## config.mk

```make
export PLATFORM = sky130hd
export DESIGN_NAME = stack_seq
export DESIGN_NICKNAME = d
export VERILOG_FILES = /design/src/rtl/stack_seq_pkg.sv /design/src/rtl/stack_seq_agen.sv /design/src/rtl/stack_seq_ctrl.sv /design/src/rtl/stack_seq_regs.sv /design/src/rtl/stack_seq.sv
export SDC_FILE = /design/constraint.sdc
export NUM_CORES = 1
export LEC_CHECK = 0
export BUFFER_PORTS_ARGS = -buffer_cell sky130_fd_sc_hd__buf_4
export CAP_MARGIN = 20
export CORE_ASPECT_RATIO = 0.8
export CORE_UTILIZATION = 40
export CTS_CLUSTER_DIAMETER = 200
export DETAILED_ROUTE_END_ITERATION = 8
export PLACE_DENSITY = 0.66
export REMOVE_ABC_BUFFERS = 1
export SETUP_SLACK_MARGIN = 0.5
export SLEW_MARGIN = 20
export SYNTH_ARGS = -nofsm -noshare
export SYNTH_HDL_FRONTEND = slang
export SYNTH_SLANG_ARGS = --single-unit
export TNS_END_PERCENT = 30
```

## constraint.sdc

```tcl
create_clock -name clk -period 1.63 [get_ports clk]
set_input_delay 0.326 -clock clk [delete_from_list [all_inputs] [get_ports clk]]
set_output_delay 0.326 -clock clk [all_outputs]
set_load 0.01 [all_outputs]
```

## src/rtl/stack_seq_pkg.sv

```systemverilog
package stack_seq_pkg;

    localparam int BYTE_W = 8;

    typedef enum logic [1:0] {
        OP_CALL = 2'b00,
        OP_RET  = 2'b01,
        OP_INT  = 2'b10,
        OP_RETI = 2'b11
    } seq_op_e;

    typedef enum logic [2:0] {
        ST_IDLE,
        ST_PUSH_HI,
        ST_PUSH_LO,
        ST_PUSH_PS,
        ST_POP_PS,
        ST_POP_LO,
        ST_POP_HI,
        ST_POP_END
    } seq_state_e;

    typedef enum logic [1:0] {
        WSRC_PCH,
        WSRC_PCL,
        WSRC_PS
    } wsrc_e;

    typedef struct packed {
        logic  accept;
        logic  mem_we;
        wsrc_e wsrc;
        logic  rd_pre_inc;
        logic  sp_dec;
        logic  sp_inc;
        logic  cap_ps;
        logic  cap_pcl;
        logic  cap_pch;
        logic  load_target;
        logic  set_idis;
        logic  finish;
    } seq_ctrl_t;

    function automatic seq_state_e first_state(input seq_op_e op);
        case (op)
            OP_CALL, OP_INT: return ST_PUSH_HI;
            OP_RET:          return ST_POP_LO;
            default:         return ST_POP_PS;
        endcase
    endfunction

endpackage

```

## src/rtl/stack_seq_agen.sv

```systemverilog
module stack_seq_agen #(
    parameter int PAGE_W = 8,
    parameter int SP_W   = 8
) (
    input  logic                   page_sel,
    input  logic [SP_W-1:0]        sp,
    input  logic                   pre_inc,
    output logic [PAGE_W+SP_W-1:0] addr
);
    logic [SP_W-1:0] low_byte;

    always_comb begin
        low_byte = pre_inc ? sp + SP_W'(1) : sp;
        addr     = {{(PAGE_W-1){1'b0}}, page_sel, low_byte};
    end
endmodule

```

## src/rtl/stack_seq_ctrl.sv

```systemverilog
module stack_seq_ctrl
    import stack_seq_pkg::*;
(
    input  logic       clk,
    input  logic       rst,
    input  logic       req_valid,
    input  logic [1:0] req_op,
    input  logic       idis,
    output seq_ctrl_t  ctrl,
    output logic       busy,
    output logic       done
);
    seq_state_e state_q, state_d;
    seq_op_e    op_q;
    seq_op_e    op_in;

    assign op_in = seq_op_e'(req_op);
    assign busy  = (state_q != ST_IDLE);

    always_comb begin
        ctrl    = '0;
        state_d = state_q;
        case (state_q)
            ST_IDLE: begin
                if (req_valid && !(op_in == OP_INT && idis)) begin
                    ctrl.accept = 1'b1;
                    state_d     = first_state(op_in);
                end
            end
            ST_PUSH_HI: begin
                ctrl.mem_we = 1'b1;
                ctrl.wsrc   = WSRC_PCH;
                ctrl.sp_dec = 1'b1;
                state_d     = ST_PUSH_LO;
            end
            ST_PUSH_LO: begin
                ctrl.mem_we = 1'b1;
                ctrl.wsrc   = WSRC_PCL;
                ctrl.sp_dec = 1'b1;
                if (op_q == OP_CALL) begin
                    ctrl.load_target = 1'b1;
                    ctrl.finish      = 1'b1;
                    state_d          = ST_IDLE;
                end else begin
                    state_d = ST_PUSH_PS;
                end
            end
            ST_PUSH_PS: begin
                ctrl.mem_we      = 1'b1;
                ctrl.wsrc        = WSRC_PS;
                ctrl.sp_dec      = 1'b1;
                ctrl.set_idis    = 1'b1;
                ctrl.load_target = 1'b1;
                ctrl.finish      = 1'b1;
                state_d          = ST_IDLE;
            end
            ST_POP_PS: begin
                ctrl.rd_pre_inc = 1'b1;
                ctrl.sp_inc     = 1'b1;
                state_d         = ST_POP_LO;
            end
            ST_POP_LO: begin
                ctrl.cap_ps     = (op_q == OP_RETI);
                ctrl.rd_pre_inc = 1'b1;
                ctrl.sp_inc     = 1'b1;
                state_d         = ST_POP_HI;
            end
            ST_POP_HI: begin
                ctrl.cap_pcl    = 1'b1;
                ctrl.rd_pre_inc = 1'b1;
                ctrl.sp_inc     = 1'b1;
                state_d         = ST_POP_END;
            end
            ST_POP_END: begin
                ctrl.cap_pch = 1'b1;
                ctrl.finish  = 1'b1;
                state_d      = ST_IDLE;
            end
            default: state_d = ST_IDLE;
        endcase
    end

    always_ff @(posedge clk) begin
        if (rst) begin
            state_q <= ST_IDLE;
            op_q    <= OP_CALL;
            done    <= 1'b0;
        end else begin
            state_q <= state_d;
            done    <= ctrl.finish;
            if (ctrl.accept) op_q <= op_in;
        end
    end
endmodule

```

## src/rtl/stack_seq_regs.sv

```systemverilog
module stack_seq_regs
    import stack_seq_pkg::*;
#(
    parameter int DATA_W   = 8,
    parameter int SP_W     = 8,
    parameter int IDIS_BIT = 2
) (
    input  logic                clk,
    input  logic                rst,
    input  logic                accept,
    input  wsrc_e               wsrc,
    input  logic                sp_dec,
    input  logic                sp_inc,
    input  logic                cap_ps,
    input  logic                cap_pcl,
    input  logic                cap_pch,
    input  logic                load_target,
    input  logic                set_idis,
    input  logic [2*DATA_W-1:0] req_addr,
    input  logic [DATA_W-1:0]   rdata,
    output logic [2*DATA_W-1:0] pc,
    output logic [SP_W-1:0]     sp,
    output logic [DATA_W-1:0]   status,
    output logic [DATA_W-1:0]   wdata
);
    localparam int PC_W = 2 * DATA_W;

    logic [PC_W-1:0] target_q;

    always_comb begin
        case (wsrc)
            WSRC_PCH: wdata = pc[PC_W-1:DATA_W];
            WSRC_PCL: wdata = pc[DATA_W-1:0];
            default:  wdata = status;
        endcase
    end

    always_ff @(posedge clk) begin
        if (rst) begin
            pc       <= '0;
            sp       <= '1;
            status   <= '0;
            target_q <= '0;
        end else begin
            if (accept) target_q <= req_addr;
            if (sp_dec)
                sp <= sp - SP_W'(1);
            else if (sp_inc)
                sp <= sp + SP_W'(1);
            if (cap_ps)   status <= rdata;
            if (set_idis) status[IDIS_BIT] <= 1'b1;
            if (load_target)
                pc <= target_q;
            else begin
                if (cap_pcl) pc[DATA_W-1:0]    <= rdata;
                if (cap_pch) pc[PC_W-1:DATA_W] <= rdata;
            end
        end
    end
endmodule

```

## src/rtl/stack_seq.sv

```systemverilog
module stack_seq
    import stack_seq_pkg::*;
#(
    parameter int DATA_W   = 8,
    parameter int SP_W     = 8,
    parameter int IDIS_BIT = 2
) (
    input  logic                     clk,
    input  logic                     rst,
    input  logic                     req_valid,
    input  logic [1:0]               req_op,
    input  logic [2*DATA_W-1:0]      req_addr,
    input  logic                     page_sel,
    output logic [DATA_W+SP_W-1:0]   mem_addr,
    output logic [DATA_W-1:0]        mem_wdata,
    output logic                     mem_we,
    input  logic [DATA_W-1:0]        mem_rdata,
    output logic [2*DATA_W-1:0]      pc_o,
    output logic [SP_W-1:0]          sp_o,
    output logic [DATA_W-1:0]        status_o,
    output logic                     busy,
    output logic                     done
);
    seq_ctrl_t ctrl;

    stack_seq_ctrl u_ctrl (
        .clk       (clk),
        .rst       (rst),
        .req_valid (req_valid),
        .req_op    (req_op),
        .idis      (status_o[IDIS_BIT]),
        .ctrl      (ctrl),
        .busy      (busy),
        .done      (done)
    );

    stack_seq_regs #(
        .DATA_W   (DATA_W),
        .SP_W     (SP_W),
        .IDIS_BIT (IDIS_BIT)
    ) u_regs (
        .clk         (clk),
        .rst         (rst),
        .accept      (ctrl.accept),
        .wsrc        (ctrl.wsrc),
        .sp_dec      (ctrl.sp_dec),
        .sp_inc      (ctrl.sp_inc),
        .cap_ps      (ctrl.cap_ps),
        .cap_pcl     (ctrl.cap_pcl),
        .cap_pch     (ctrl.cap_pch),
        .load_target (ctrl.load_target),
        .set_idis    (ctrl.set_idis),
        .req_addr    (req_addr),
        .rdata       (mem_rdata),
        .pc          (pc_o),
        .sp          (sp_o),
        .status      (status_o),
        .wdata       (mem_wdata)
    );

    stack_seq_agen #(
        .PAGE_W (DATA_W),
        .SP_W   (SP_W)
    ) u_agen (
        .page_sel (page_sel),
        .sp       (sp_o),
        .pre_inc  (ctrl.rd_pre_inc),
        .addr     (mem_addr)
    );

    assign mem_we = ctrl.mem_we;
endmodule

```

==> results.py <==
metrics = {
    "global_routing": {
        "track_usage_pct": 19.5,
        "grt_overflow": 0,
        "grt_pass1_vias": 2224,
        "antenna_found_initial": 0,
        "grt_max_degree": 32,
        "grt_pass1_wl_um": 10700,
    },
    "timing": {
        "rsz0062_at_grt": "true",
        "period_share_pct": 113,
        "period_minus_slack_ns": 1.84,
        "layout_setup_ws_ns": -0.207,
        "skew_ns": 0.0110,
        "fmax_mhz": 544,
        "slew_viol_final": 0,
        "finalSetupViolCount": 24,
        "finalHoldViolCount": 0,
        "hold_slack_ns": 0.253,
    },
    "placement": {
        "place_ws_ns": -0.0294,
        "gp_congestion": 0.781,
        "io_buffers": 79,
        "hpwl_um": 4630,
        "place_inst": 479,
    },
    "worst_setup_path": {
        "cp_data_arrival_time_ns": 1.51,
        "r2r_cells": 8,
        "worst_path_max_delay_cell": "dfxtp_4",
        "cp.depth": 5,
        "crit_buf_inv": 2,
        "worstSetupStartpoint": "u_regs.sp[1]",
        "crit_end": "mem_addr[5]",
        "cpMostUsedCell": "buf_4",
        "max_stage_delay_ns": 0.40,
        "reg2reg_from": "u_ctrl.state_q[2]",
        "endpoint_kind": "output pin",
        "crit_fanout": 6,
        "worstReg2RegEnd": "u_regs.pc[11]",
        "critical_path_class": "register to output pin",
        "cpLargestDelayFamily": "flip-flops",
        "ff2ff_setup_slack_ns": -0.09,
        "required_ns": 1.30,
        "worstSetupStartpointType": "register",
        "crit_path_cell_trace": "nand4_1 -> nor3_2 -> buf_4 -> xor2_2 -> buf_4",
    },
    "power": {
        "p_leak_nw": 1.89,
        "power.density_nw_per_um2": 881,
        "seqPwrFrac_pct": 40.2,
        "pwr-share-clk_pct": 20.9,
        "p_sw_share_pct": 33.2,
        "ir_drop_v": 0.000415,
        "comb_power_share_pct": 38.9,
        "p_int_mw": 2.60,
        "power.switching_mw": 1.29,
    },
    "die": {
        "start_util_pct": 41.7,
        "ios": 89,
        "die_h_um": 75.1,
        "fp.dieArea_um2": 7010,
        "die_x_um": 93.3,
        "rows": 26,
        "core_region_area_um2": 6410,
    },
    "clock_network": {
        "cts_buffer_depth": 2,
        "cts_tree": "built",
        "root_buffer": "clkbuf_8",
        "clk_latency_ns": 0.31,
        "clkSlewWorstSetupHoldPaths_ns": 0.11,
        "htreeDepth": 2,
        "cts_sinks": 54,
        "cts_buffers": 5,
    },
    "drt": {
        "avgViaCountPerCell": 5.13,
        "ant_nets": 0,
        "vias": 2599,
        "drc": 0,
        "first_iter_violations": 73,
        "firstDrtPassIters": 4,
        "wl_um": 7920,
        "avgRoutedWirePerCell_um": 15.6,
    },
    "finish": {
        "final_common_cell": "buf_4",
        "drive_above_1_share_pct": 55.1,
        "layout_common_cells": "buf_4 (71), buf_6 (43), nand2_1 (36), mux2i_1 (35), nor2_1 (28)",
        "diodes": 0,
        "area_growth_pct": 65.5,
        "nets": 454,
        "stdcell_count": 507,
    },
    "synthesis": {
        "ys_seq_area_share_pct": 40.5,
        "synth_area_leader_cell": "dfxtp_1",
        "ys.flop_type": "dfxtp_1",
        "synthCells": 315,
        "postSynth.asyncResetShare_pct": 0,
        "synth_edf_count": 0,
        "yosysWarnings": 0,
        "syn_area_um2": 2670,
        "netlist.area_leader.share_pct": 40.5,
        "synth_cell_types": 40,
        "synthTopCellsByArea": "dfxtp_1 (40%), mux2i_1 (13%), nand2_1 (5.9%)",
        "synth_area_per_cell_um2": 8.48,
        "synth-seq-cells": 54,
    },
    "run": {
        "drv_cap": 0,
    },
    "outcome": {
        "violations": "negative setup slack",
        "status": "complete, but fails checks",
    },
    "worst_hold_path": {
        "min-delay-path-class": "input port to register",
    },
}
[worst register-to-register path, stage by stage (launching register included)]
cell       delay [ns]
dfxtp_4          0.37
buf_6            0.12
nor2b_4          0.20
clkbuf_16        0.20
buf_8            0.10
o21ai_4          0.07
buf_12           0.15
mux2i_1          0.13
a211oi_1         0.27
[power by group through the flow]
| stage | sequential [mW] | combinational (mW) | clock [mW] |
|---|---|---|---|
| after floorplan | 1.60 | 0.469 | 0 |
| after global placement | 1.54 | 1.06 | 0 |
| after detailed placement | 1.54 | 1.07 | 0 |
| after CTS | 1.54 | 1.18 | 0.822 |
| after global routing | 1.58 | 1.62 | 0.889 |
| final | 1.56 | 1.52 | 0.814 |
[cell type report]
cell class / count / area, um2
Inverter: 5 / 21.3
Timing Repair Buffer: 127 / 1280
Clock buffer: 6 / 82.6
Tap cell: 84 / 105
Sequential cell: 54 / 1150
Multi-Input combinational cell: 229 / 1760
Fill cell: 487 / 1990
Clock inverter: 2 / 16.3
[per-stage QoR]
stage          power [mW]  util [%]  setup TNS (ns)  cell area, um2
6_report             3.89      69.0           -2.51            4420
5_1_grt              4.09      69.0           -4.36            4420
4_1_cts              3.54      58.5           -2.14            3750
3_5_place_dp         2.62      53.7         -0.0340            3440
3_3_place_gp         2.60      53.7               0            3440
2_1_floorplan        2.07         -           -9.91            2490
[metal layers]
metal / global-route usage (%) / share of wire (%) / vias up / routed length [um]
met5: 0 / 0 / - / 0
met4: 3.59 / 0.10 / 0 / 8
met3: 3.64 / 4.8 / 2 / 380
met2: 31.7 / 48 / 72 / 3830
met1: 27.6 / 47 / 1246 / 3700
li1: - / - / 1279 / -
[cells in the mapped netlist, drive strengths merged (2+ instances only)]
cell and number:
nand2 42, dfxtp 54, nor3 6, nand3 3, a31oi 3, nor4 2
nand4 3, and3 2, mux2i 36, buf 23, clkbuf 10, a211oi 16
a21oi 31, xor2 4, o21ai 5, nand2b 2, ha 2, inv 5
xnor2 4, o21a 2, nor2b 6, or3 2, nor2 42
[kinds of logic after synthesis]
kind of cell    count (synthesis)  share of synthesized area (%)
flops                          54                           40.5
other cells                     1                          0.140
buf+inv                        38                           8.11
compound gates                 63                           14.9
xor+xnor                        8                           2.62
simple gates                  112                           18.8
mux                            37                           13.9
fa+ha+maj                       2                          0.937
[state kept, by name, summed over array words and instances (netlist names)]
name,count
u_regs.sp,8
u_ctrl.state_q,3
u_regs.pc,16
u_ctrl.op_q,2
u_regs.target_q,16
u_regs.status,8
u_ctrl.done,1
[how the worst min path moves through the flow]
stage / start / endpoint / slack (ns) / cells past startpoint
3_5_place_dp: u_regs.target_q[14] / u_regs.target_q[14] / 0.45 / 2
4_1_cts: req_addr[8] / u_regs.target_q[8] / 0.25 / 3
2_1_floorplan: rst / u_ctrl.op_q[0] / 0.40 / 1
3_3_place_gp: u_regs.target_q[10] / u_regs.target_q[10] / 0.44 / 2
6_report: req_addr[4] / u_regs.target_q[4] / 0.25 / 3
5_1_grt: req_addr[4] / u_regs.target_q[4] / 0.24 / 3
[repair_timing]
action / in CTS / in global routing
resized for setup: 57 / 125
cloned: 0 / 4
hold buffers: 0 / 0
pin swaps: 12 / 44
endpoints found under the setup margin: 100 / 104
setup buffers: 5 / 11
No activity file was read; power rests on OpenSTA's default activity.
